[src/rtl/stag_pkg.sv]
package stag_pkg;
  typedef enum logic [2:0] {
    ST_ADDR = 3'd0,
    ST_PEEK = 3'd1,
    ST_TAG  = 3'd2,
    ST_HOLD = 3'd3,
    ST_BODY = 3'd4
  } stag_state_e;

  localparam logic [7:0] ATTR_PLAIN  = 8'h00;
  localparam logic [7:0] ATTR_MERGED = 8'h01;
endpackage

[src/rtl/stag_port_mask.sv]
module stag_port_mask #(
  parameter int PORT_W     = 3,
  parameter int MASK_PORTS = 6
) (
  input  logic [PORT_W-1:0] port,
  output logic [7:0]        mask
);
  localparam int IDX_LIMIT = 1 << PORT_W;

  for (genvar g = 0; g < 8; g++) begin : g_bit
    if (g < MASK_PORTS && g < IDX_LIMIT) begin : g_live
      assign mask[g] = (port == PORT_W'(g));
    end else begin : g_dead
      assign mask[g] = 1'b0;
    end
  end
endmodule

[src/rtl/stag_peek.sv]
module stag_peek #(
  parameter logic [7:0] TPID_HI = 8'h81,
  parameter logic [7:0] TPID_LO = 8'h00
) (
  input  logic       clk,
  input  logic       rst_n,
  input  logic       cap_first,
  input  logic       cap_second,
  input  logic [7:0] din,
  output logic [7:0] held_first,
  output logic [7:0] held_second,
  output logic       tpid_hit
);
  always_ff @(posedge clk) begin
    if (!rst_n) begin
      held_first  <= 8'h00;
      held_second <= 8'h00;
    end else begin
      if (cap_first)  held_first  <= din;
      if (cap_second) held_second <= din;
    end
  end

  // compares the captured first byte with the byte on the input now
  assign tpid_hit = (held_first == TPID_HI) && (din == TPID_LO);
endmodule

[src/rtl/stag_inserter.sv]
module stag_inserter
  import stag_pkg::*;
#(
  parameter int          ADDR_BYTES = 12,
  parameter int          PORT_W     = 3,
  parameter int          MASK_PORTS = 6,
  parameter logic [7:0]  TPID_HI    = 8'h81,
  parameter logic [7:0]  TPID_LO    = 8'h00
) (
  input  logic              clk,
  input  logic              rst_n,
  input  logic              in_valid,
  output logic              in_ready,
  input  logic [7:0]        in_data,
  input  logic              in_last,
  input  logic [PORT_W-1:0] in_port,
  output logic              out_valid,
  input  logic              out_ready,
  output logic [7:0]        out_data,
  output logic              out_last
);
  localparam int CNT_W = ($clog2(ADDR_BYTES) > 2) ? $clog2(ADDR_BYTES) : 2;
  localparam logic [CNT_W-1:0] ADDR_END = CNT_W'(ADDR_BYTES - 1);
  localparam logic [CNT_W-1:0] TAG_END  = CNT_W'(3);

  stag_state_e       state_q;
  logic [CNT_W-1:0]  cnt_q;
  logic [PORT_W-1:0] port_q;
  logic              merged_q;
  logic              held_two_q;
  logic              held_last_q;
  logic [7:0]        mask;
  logic [7:0]        held_first, held_second;
  logic              tpid_hit;
  logic              in_fire, out_fire;
  logic              cap_first, cap_second;

  stag_port_mask #(.PORT_W(PORT_W), .MASK_PORTS(MASK_PORTS)) u_mask (
    .port (port_q),
    .mask (mask)
  );

  stag_peek #(.TPID_HI(TPID_HI), .TPID_LO(TPID_LO)) u_peek (
    .clk         (clk),
    .rst_n       (rst_n),
    .cap_first   (cap_first),
    .cap_second  (cap_second),
    .din         (in_data),
    .held_first  (held_first),
    .held_second (held_second),
    .tpid_hit    (tpid_hit)
  );

  assign in_fire    = in_valid && in_ready;
  assign out_fire   = out_valid && out_ready;
  assign cap_first  = (state_q == ST_PEEK) && (cnt_q == '0) && in_fire;
  assign cap_second = (state_q == ST_PEEK) && (cnt_q != '0) && in_fire;

  always_comb begin
    in_ready  = 1'b0;
    out_valid = 1'b0;
    out_data  = 8'h00;
    out_last  = 1'b0;
    unique case (state_q)
      ST_ADDR, ST_BODY: begin
        out_valid = in_valid;
        out_data  = in_data;
        out_last  = in_last;
        in_ready  = out_ready;
      end
      ST_PEEK: begin
        in_ready = 1'b1;
      end
      ST_TAG: begin
        out_valid = 1'b1;
        unique case (cnt_q[1:0])
          2'd0:    out_data = merged_q ? ATTR_MERGED : ATTR_PLAIN;
          2'd1:    out_data = mask;
          default: out_data = 8'h00;
        endcase
      end
      ST_HOLD: begin
        out_valid = 1'b1;
        out_data  = cnt_q[0] ? held_second : held_first;
        out_last  = held_last_q && (cnt_q[0] == held_two_q);
      end
      default: ;
    endcase
  end

  always_ff @(posedge clk) begin
    if (!rst_n) begin
      state_q     <= ST_ADDR;
      cnt_q       <= '0;
      port_q      <= '0;
      merged_q    <= 1'b0;
      held_two_q  <= 1'b0;
      held_last_q <= 1'b0;
    end else begin
      unique case (state_q)
        ST_ADDR: begin
          if (in_fire) begin
            if (cnt_q == '0) port_q <= in_port;
            if (in_last) begin
              cnt_q <= '0;
            end else if (cnt_q == ADDR_END) begin
              cnt_q   <= '0;
              state_q <= ST_PEEK;
            end else begin
              cnt_q <= cnt_q + 1'b1;
            end
          end
        end
        ST_PEEK: begin
          if (in_fire) begin
            if (cnt_q == '0) begin
              if (in_last) begin
                merged_q    <= 1'b0;
                held_two_q  <= 1'b0;
                held_last_q <= 1'b1;
                state_q     <= ST_TAG;
              end else begin
                cnt_q <= cnt_q + 1'b1;
              end
            end else begin
              cnt_q       <= '0;
              state_q     <= ST_TAG;
              merged_q    <= tpid_hit && !in_last;
              held_two_q  <= 1'b1;
              held_last_q <= in_last;
            end
          end
        end
        ST_TAG: begin
          if (out_fire) begin
            if (merged_q && cnt_q == CNT_W'(1)) begin
              cnt_q   <= '0;
              state_q <= ST_BODY;
            end else if (cnt_q == TAG_END) begin
              cnt_q   <= '0;
              state_q <= ST_HOLD;
            end else begin
              cnt_q <= cnt_q + 1'b1;
            end
          end
        end
        ST_HOLD: begin
          if (out_fire) begin
            if (cnt_q[0] == held_two_q) begin
              cnt_q   <= '0;
              state_q <= held_last_q ? ST_ADDR : ST_BODY;
            end else begin
              cnt_q <= cnt_q + 1'b1;
            end
          end
        end
        ST_BODY: begin
          if (in_fire && in_last) begin
            cnt_q   <= '0;
            state_q <= ST_ADDR;
          end
        end
        default: state_q <= ST_ADDR;
      endcase
    end
  end
endmodule

[config.mk]
export PLATFORM = sky130hd
export DESIGN_NAME = stag_inserter
export DESIGN_NICKNAME = d
export VERILOG_FILES = /design/src/rtl/stag_pkg.sv /design/src/rtl/stag_port_mask.sv /design/src/rtl/stag_peek.sv /design/src/rtl/stag_inserter.sv
export SDC_FILE = /design/constraint.sdc
export NUM_CORES = 1
export LEC_CHECK = 0
export CELL_PAD_IN_SITES_DETAIL_PLACEMENT = 0
export CELL_PAD_IN_SITES_GLOBAL_PLACEMENT = 1
export CORE_MARGIN = 2
export CORE_UTILIZATION = 40
export CTS_BUF_LIST = sky130_fd_sc_hd__clkbuf_16
export DETAILED_ROUTE_END_ITERATION = 10
export PLACE_DENSITY_LB_ADDON = 0.1
export SETUP_SLACK_MARGIN = 0.05
export SLEW_MARGIN = 20
export SYNTH_ARGS = -nofsm -noshare
export SYNTH_HDL_FRONTEND = slang
export SYNTH_SLANG_ARGS = --single-unit
[constraint.sdc]
create_clock -name clk -period 3.2 [get_ports clk]
set_input_delay 0.64 -clock clk [delete_from_list [all_inputs] [get_ports clk]]
set_output_delay 0.64 -clock clk [all_outputs]
set_load 0.01 [all_outputs]
-- Word level (Yosys, flattened, before mapping)
Index checks and enable logic that the tools add are counted.
- bitwise gates (word level): 0
- equal/unequal tests: 27
- $lt $le $gt $ge: 0
- divide/modulo/power cells: 0
- shifts and indexed selects: 0
- reductions and logical operators: 25
- multiply operators: 0
- multiplexer cells: 39
- $add $sub $neg: 1
- operators by type and width (kind ; count):
    $mux W4 ; 12
    $mux W3 ; 13
    $pmux W8 S3 ; 1
    $pmux W4 S5 ; 1
    $ne A2 B2 Y1 const B ; 9
    $pmux W3 S5 ; 1
    $eq A3 B2 Y1 const B ; 4
    $pmux W6 S2 ; 1
    $logic_and A1 B1 Y1 ; 11
    $reduce_and A10 Y1 ; 1
    $eq A3 B3 Y1 const B ; 3
    $ne A3 B3 Y1 const B ; 3
    $eq A8 B8 Y1 const B ; 1
    $logic_not A8 Y1 ; 1
    $mux W8 ; 1
    $reduce_and A7 Y1 ; 1
    $eq A3 B1 Y1 const B ; 2
    $logic_not A3 Y1 ; 2
    $mux W1 ; 6
    $pmux W1 S2 ; 3
    $reduce_and A3 Y1 ; 2
    $reduce_bool A5 Y1 ; 1
    $add A4 B1 Y4 const B ; 1
    $eq A4 B1 Y1 const B ; 1
    other kinds (9) ; 10
- register bits after elaboration: 29
- output and inout port bits: 11
- memories kept: 0
- bits in writable memories: 0
- latch bits: 0
- ROM bits: 0
- input bits: 16

-- Depth between registers and ports, before layout
- depth after elaboration: 7
- gate-level depth with buffers: 8

-- By module
Synthesis repeated with hierarchy kept, for this count alone.
- cell total of the unflattened synthesis: 214
- area total of the unflattened synthesis: 1903.1 sq um
- modules (own cells, without submodules) (module ; times used ; sequential area each (sq um) ; cells each ; area an instance (sq um)):
    stag_inserter ; 1 ; 260.2 ; 149 ; 1198.6
    stag_peek ; 1 ; 320.3 ; 56 ; 638.1
    stag_port_mask ; 1 ; 0.0 ; 9 ; 66.3

-- Worst setup path after synthesis
Ideal clock, no wire load.
- path kind: reg2reg
- start point: reg cnt_q[0]
- end point: reg cnt_q[3]
- required time: 3083 ps
- period minus slack after synthesis: 2403 ps
- buffers on the path: 1
- data arrival time: 2286 ps
- setup time: 117 ps
- stages on the path, launching flop included: 9
- path slack: 797 ps
- cells stage by stage: dfxtp_1 -> clkbuf_1 -> inv_1 -> ha_1 -> nor3b_2 -> a31o_1 -> a211oi_4 -> o32ai_1 -> a32o_1
- word-level cells in the longest chain between the ends: 5
- elaborated cells on any way between the ends: 21
- ends and longest elaborated chain (element ; RTL line ; source):
    start: declaration ; stag_inserter.sv:27 ; logic [CNT_W-1:0] cnt_q;
    start signal: assignment ; stag_inserter.sv:110 ; cnt_q <= cnt_q + 1'b1;
    start signal: assignment ; stag_inserter.sv:123 ; cnt_q <= cnt_q + 1'b1;
    start signal: assignment ; stag_inserter.sv:143 ; cnt_q <= cnt_q + 1'b1;
    $add A4 B1 Y4 (tied with other cells) ; n/a ;
    $mux W4 (tied with other cells) ; stag_inserter.sv:139 ; end else if (cnt_q == TAG_END) begin
    $mux W4 (on tied branches) ; stag_inserter.sv:136, stag_inserter.sv:104, stag_inserter.sv:116 ;
    $mux W4 (on tied branches) ; stag_inserter.sv:135, stag_inserter.sv:102, stag_inserter.sv:115 ;
    $pmux W4 S5 ; stag_inserter.sv:100 ; unique case (state_q)
Several ways; a longest one is shown, not always the timed one. The select of a mux whose other input is x is not followed.
A chain may end at the register's enable or synchronous reset.

-- Worst setup path in the final report
- start point: reg state_q[1]
- end point: out out_data[4]
- word-level cells in the longest chain between the ends: 3
- elaborated cells on any way between the ends: 6
- ends and longest elaborated chain (element ; RTL line ; source):
    start: declaration ; stag_inserter.sv:26 ; stag_state_e state_q;
    start signal: assignment ; stag_inserter.sv:151 ; state_q <= held_last_q ? ST_ADDR : ST_BODY;
    $eq A3 B3 Y1 / $logic_not A3 Y1 (equally long branches) ; stag_inserter.sv:64 ; unique case (state_q)
    $reduce_or A2 Y1 ; stag_inserter.sv:64 ;
    $pmux W8 S3 (*) ; stag_inserter.sv:64 ;
    end: declaration ; stag_inserter.sv:19 ; output logic [7:0] out_data,
Mark *: on every way between the ends. The rest lies on a longest branch, timed or not.

==> impl_metrics.csv <==
group,metric,value,unit
run_status,status,"completed",
critical_path,cp-start-kind,"flop",
drt,drt_iter0_drc,237,
synthesis,synth_top_family_by_area,"simple AND/OR/NAND/NOR gates",
synthesis,muxShareOfSynthArea,17.1,%
global_route,grt_usage,20.8,%
power_and_ir_drop,swShare,23.2,%
min_path,min_path_type,"reg2reg",
min_path,hold_end,"held_two_q",
place,io_buffer_count,26,
clocking,cts_inserted_buffers,5,
synthesis,synth_area_leaders,"dfxtp_1 32%, mux2i_1 16%, nor2_1 6.6%",
timing,rsz0062_at_grt,"false",
drt,drc,0,
floorplanning,core_area,4380,sq um
timing,period_share,90.7,%
clocking,post_cts_buffers,0,
floorplanning,die_area,5140,sq um
timing,setup_viol,0,
clocking,cts_root_buf,"clkbuf_16",
place,gp_congestion,0.955,
critical_path,reg2reg_depth,5,
timing,fin_setup_tns,0,ns
timing,fin_skew,0.00508,ns
floorplanning,die_h,71.7,um
drt,wire_per_inst,16.8,um
floorplanning,die_w,71.7,um
synthesis,yosysTopAreaCell,"dfxtp_1",
final_layout,design_area,2290,sq um
global_route,antenna_found_initial,0,
timing,period_needed,2.90,ns
power_and_ir_drop,seqPwrFrac,40.5,%
synthesis,synth-simple-area-share,23.3,%
critical_path,setup.worst_path.start,"state_q[1]",
clocking,insertion_delay,0.27,ns
power_and_ir_drop,power_density,396,nW/um^2
clocking,hold_buffers,0,
global_route,grt_pass1_wl,8.20,mm
synthesis,yosysWarnings,0,
synthesis,synth_cell_types,53,
drt,via_per_inst,5.79,
synthesis,syn_inst,218,
synthesis,syn_nets,238,
final_layout,fillCellCount,406,
timing,hold_violations,0,
power_and_ir_drop,power.leakage,0.969,nW
synthesis,synth_compound_area_share,19.2,%
drt,first_pass_iters,4,
floorplanning,rows,24,
timing,relSlewSlack,57.6,%
power_and_ir_drop,p_int,696,uW
critical_path,arrival,2.26,ns
critical_path,worstSetupPathType,"reg2out",
synthesis,ys_seq_area_share,31.7,%
clocking,clock_path_buffers,2,
job,cap_viol_max_count,0,
final_layout,area_growth,24.9,%
global_route,grt_max_degree,28,
clocking,clk_pin_slew_worst_paths,0.05,ns
power_and_ir_drop,clkPwrFrac,49.1,%
timing,hold_ws,0.476,ns
drt,antenna_left,0,
synthesis,synth_xor_area_share,0.478,%
power_and_ir_drop,finalPower,905,uW
critical_path,rr_startpoint,"state_q[0]",
final_layout,antenna_cells,0,
synthesis,ys_ff_latch,29,
synthesis,synth_top_area_share,31.7,%
floorplanning,boundaryPins,27,
place,hpwl,3.72,mm
power_and_ir_drop,ir_worst_vdd,0.312,mV
min_path,hold_start,"held_two_q",
clocking,cts.sinks,29,
min_path,holdPathStages,2,
final_layout,drive_gt1_share,11.4,%
timing,fmax,344,MHz
final_layout,nets,264,
global_route,grt_pass1_vias,1702,
floorplanning,start_util,41.8,%
power_and_ir_drop,net-switching-power,210,uW
critical_path,r2r_end,"u_peek.held_second[2]",
critical_path,crit_fanout,9,
synthesis,synth_fa_ha_area_share,2.73,%
place,place_area,2150,sq um
clocking,cts_tree,"built",
critical_path,r2r_slack,0.85,ns
drt,drt_wl_total,4.99,mm
global_route,overflow,0,
clocking,cts.htree.levels,2,
timing,slew_violations,0,
critical_path,endpoint_kind,"primary output",
drt,via_count,1721,
power_and_ir_drop,share_comb_of_total_power,10.4,%
synthesis,synth_area_per_cell,8.40,sq um
clocking,cts_resized,0,
critical_path,critPathRequiredTime,2.56,ns
timing,tightest_slew,0.634,ns
synthesis,netlist_area,1830,sq um
[power by group through the flow]
stage / Clock [mW] / Combinational, mW / Sequential (mW)
2_1_floorplan: 0 / 0.0439 / 0.373
3_3_place_gp: 0 / 0.0919 / 0.374
3_5_place_dp: 0 / 0.0933 / 0.374
4_1_cts: 0.460 / 0.0940 / 0.366
5_1_grt: 0.480 / 0.102 / 0.367
6_report: 0.445 / 0.0938 / 0.367
[sequential cells by signal, indices dropped and copies added (netlist names)]
name,flops
cnt_q,4
held_last_q,1
held_two_q,1
merged_q,1
port_q,3
state_q,3
u_peek.held_first,8
u_peek.held_second,8
[layer usage]
metal / part of all wire (%) / track usage [%] / wire length (um) / vias up
li1: - / - / - / 848
met1: 43 / 24.9 / 2170 / 811
met2: 49 / 35.7 / 2460 / 52
met3: 5.0 / 5.49 / 250 / 10
met4: 2.2 / 7.76 / 112 / 0
met5: 0 / 0 / 0 / -
[kinds of logic (layout without fill, tap and decap cells)]
| group | Yosys count | in the layout |
|---|---|---|
| simple gates | 84 | 84 |
| buf+inv | 23 | 50 |
| mux | 31 | 31 |
| xor+xnor | 1 | 1 |
| flops | 29 | 29 |
| compound gates | 46 | 46 |
| fa+ha+maj | 4 | 4 |
[critical path, stage by stage (launching register included)]
cell and delay [ns]:
dfxtp_1 0.48, nor3b_1 0.32, and2_1 0.22, nand3b_1 0.13
o221ai_1 0.25, clkdlybuf4s50_1 0.59
[synthesized netlist by cell type (all sizes together)]
cell type,number
a2111o,1
a211o,1
a211oi,1
a21oi,9
a22oi,1
a2bb2oi,1
a311oi,1
a31o,2
a31oi,1
a32o,2
a32oi,2
and2,1
and2b,1
and3,2
and3b,1
and4,1
buf,10
clkbuf,5
dfxtp,29
ha,4
inv,8
mux2,2
mux2i,29
nand2,19
nand2b,4
nand3,6
nand3b,2
nand4,2
nor2,32
nor2b,1
nor3,2
nor3b,3
nor4,1
nor4b,3
o211a,1
o211ai,2
o21ai,7
o221ai,4
o22ai,2
o31ai,4
o32ai,3
o41a,1
or2,1
or4,2
xnor2,1
[through the flow]
step                      utilization [%]  instances  setup slack (ns)
after floorplan                         -        218             0.797
after global placement               48.9        289             0.603
after detailed placement             48.9        289             0.535
after CTS                            52.2        297             0.315
after global routing                 52.2        297             0.139
final                                52.2        297             0.296
[how the worst max path moves through the flow]
| stage | to | slack [ns] | cells past startpoint |
|---|---|---|---|
| after floorplan | cnt_q[3] | 0.80 | 8 |
| after global placement | in_ready | 0.60 | 4 |
| after detailed placement | in_ready | 0.54 | 4 |
| after CTS | out_data[4] | 0.32 | 5 |
| after global routing | out_data[2] | 0.14 | 5 |
| final | out_data[4] | 0.30 | 5 |
[area by class of cell]
| class | count | area, sq um | share of cell area [%] |
|---|---|---|---|
| clock buffer | 5 | 125 | 5.47 |
| clock inverter | 3 | 17.5 | 0.765 |
| inverter | 8 | 30.0 | 1.31 |
| multi-input combinational | 166 | 1150 | 50.2 |
| sequential | 29 | 581 | 25.4 |
| tap | 52 | 65.1 | 2.84 |
| timing repair buffer | 34 | 320 | 14.0 |
[layout by cell type, fill, tap and decap left out, types with 2 or more instances in the layout]
master           count
nand4_1              2
mux2i_1             29
o21ai_0              6
nand2b_1             4
inv_1                6
mux2_2               2
ha_1                 4
nor3_1               2
clkbuf_16            5
a32o_1               2
nor3b_1              2
nand3_1              5
or4_1                2
o211ai_1             2
o32ai_1              3
inv_2                2
nand3b_1             2
a32oi_1              2
buf_4                8
o22ai_1              2
clkinv_2             2
nor4b_1              2
nor2_1              32
a21oi_1              8
nand2_1             19
o221ai_1             4
clkdlybuf4s50_1     26
and3_1               2
o31ai_1              4
dfxtp_1             29
Power figures use the tool's default switching activity.
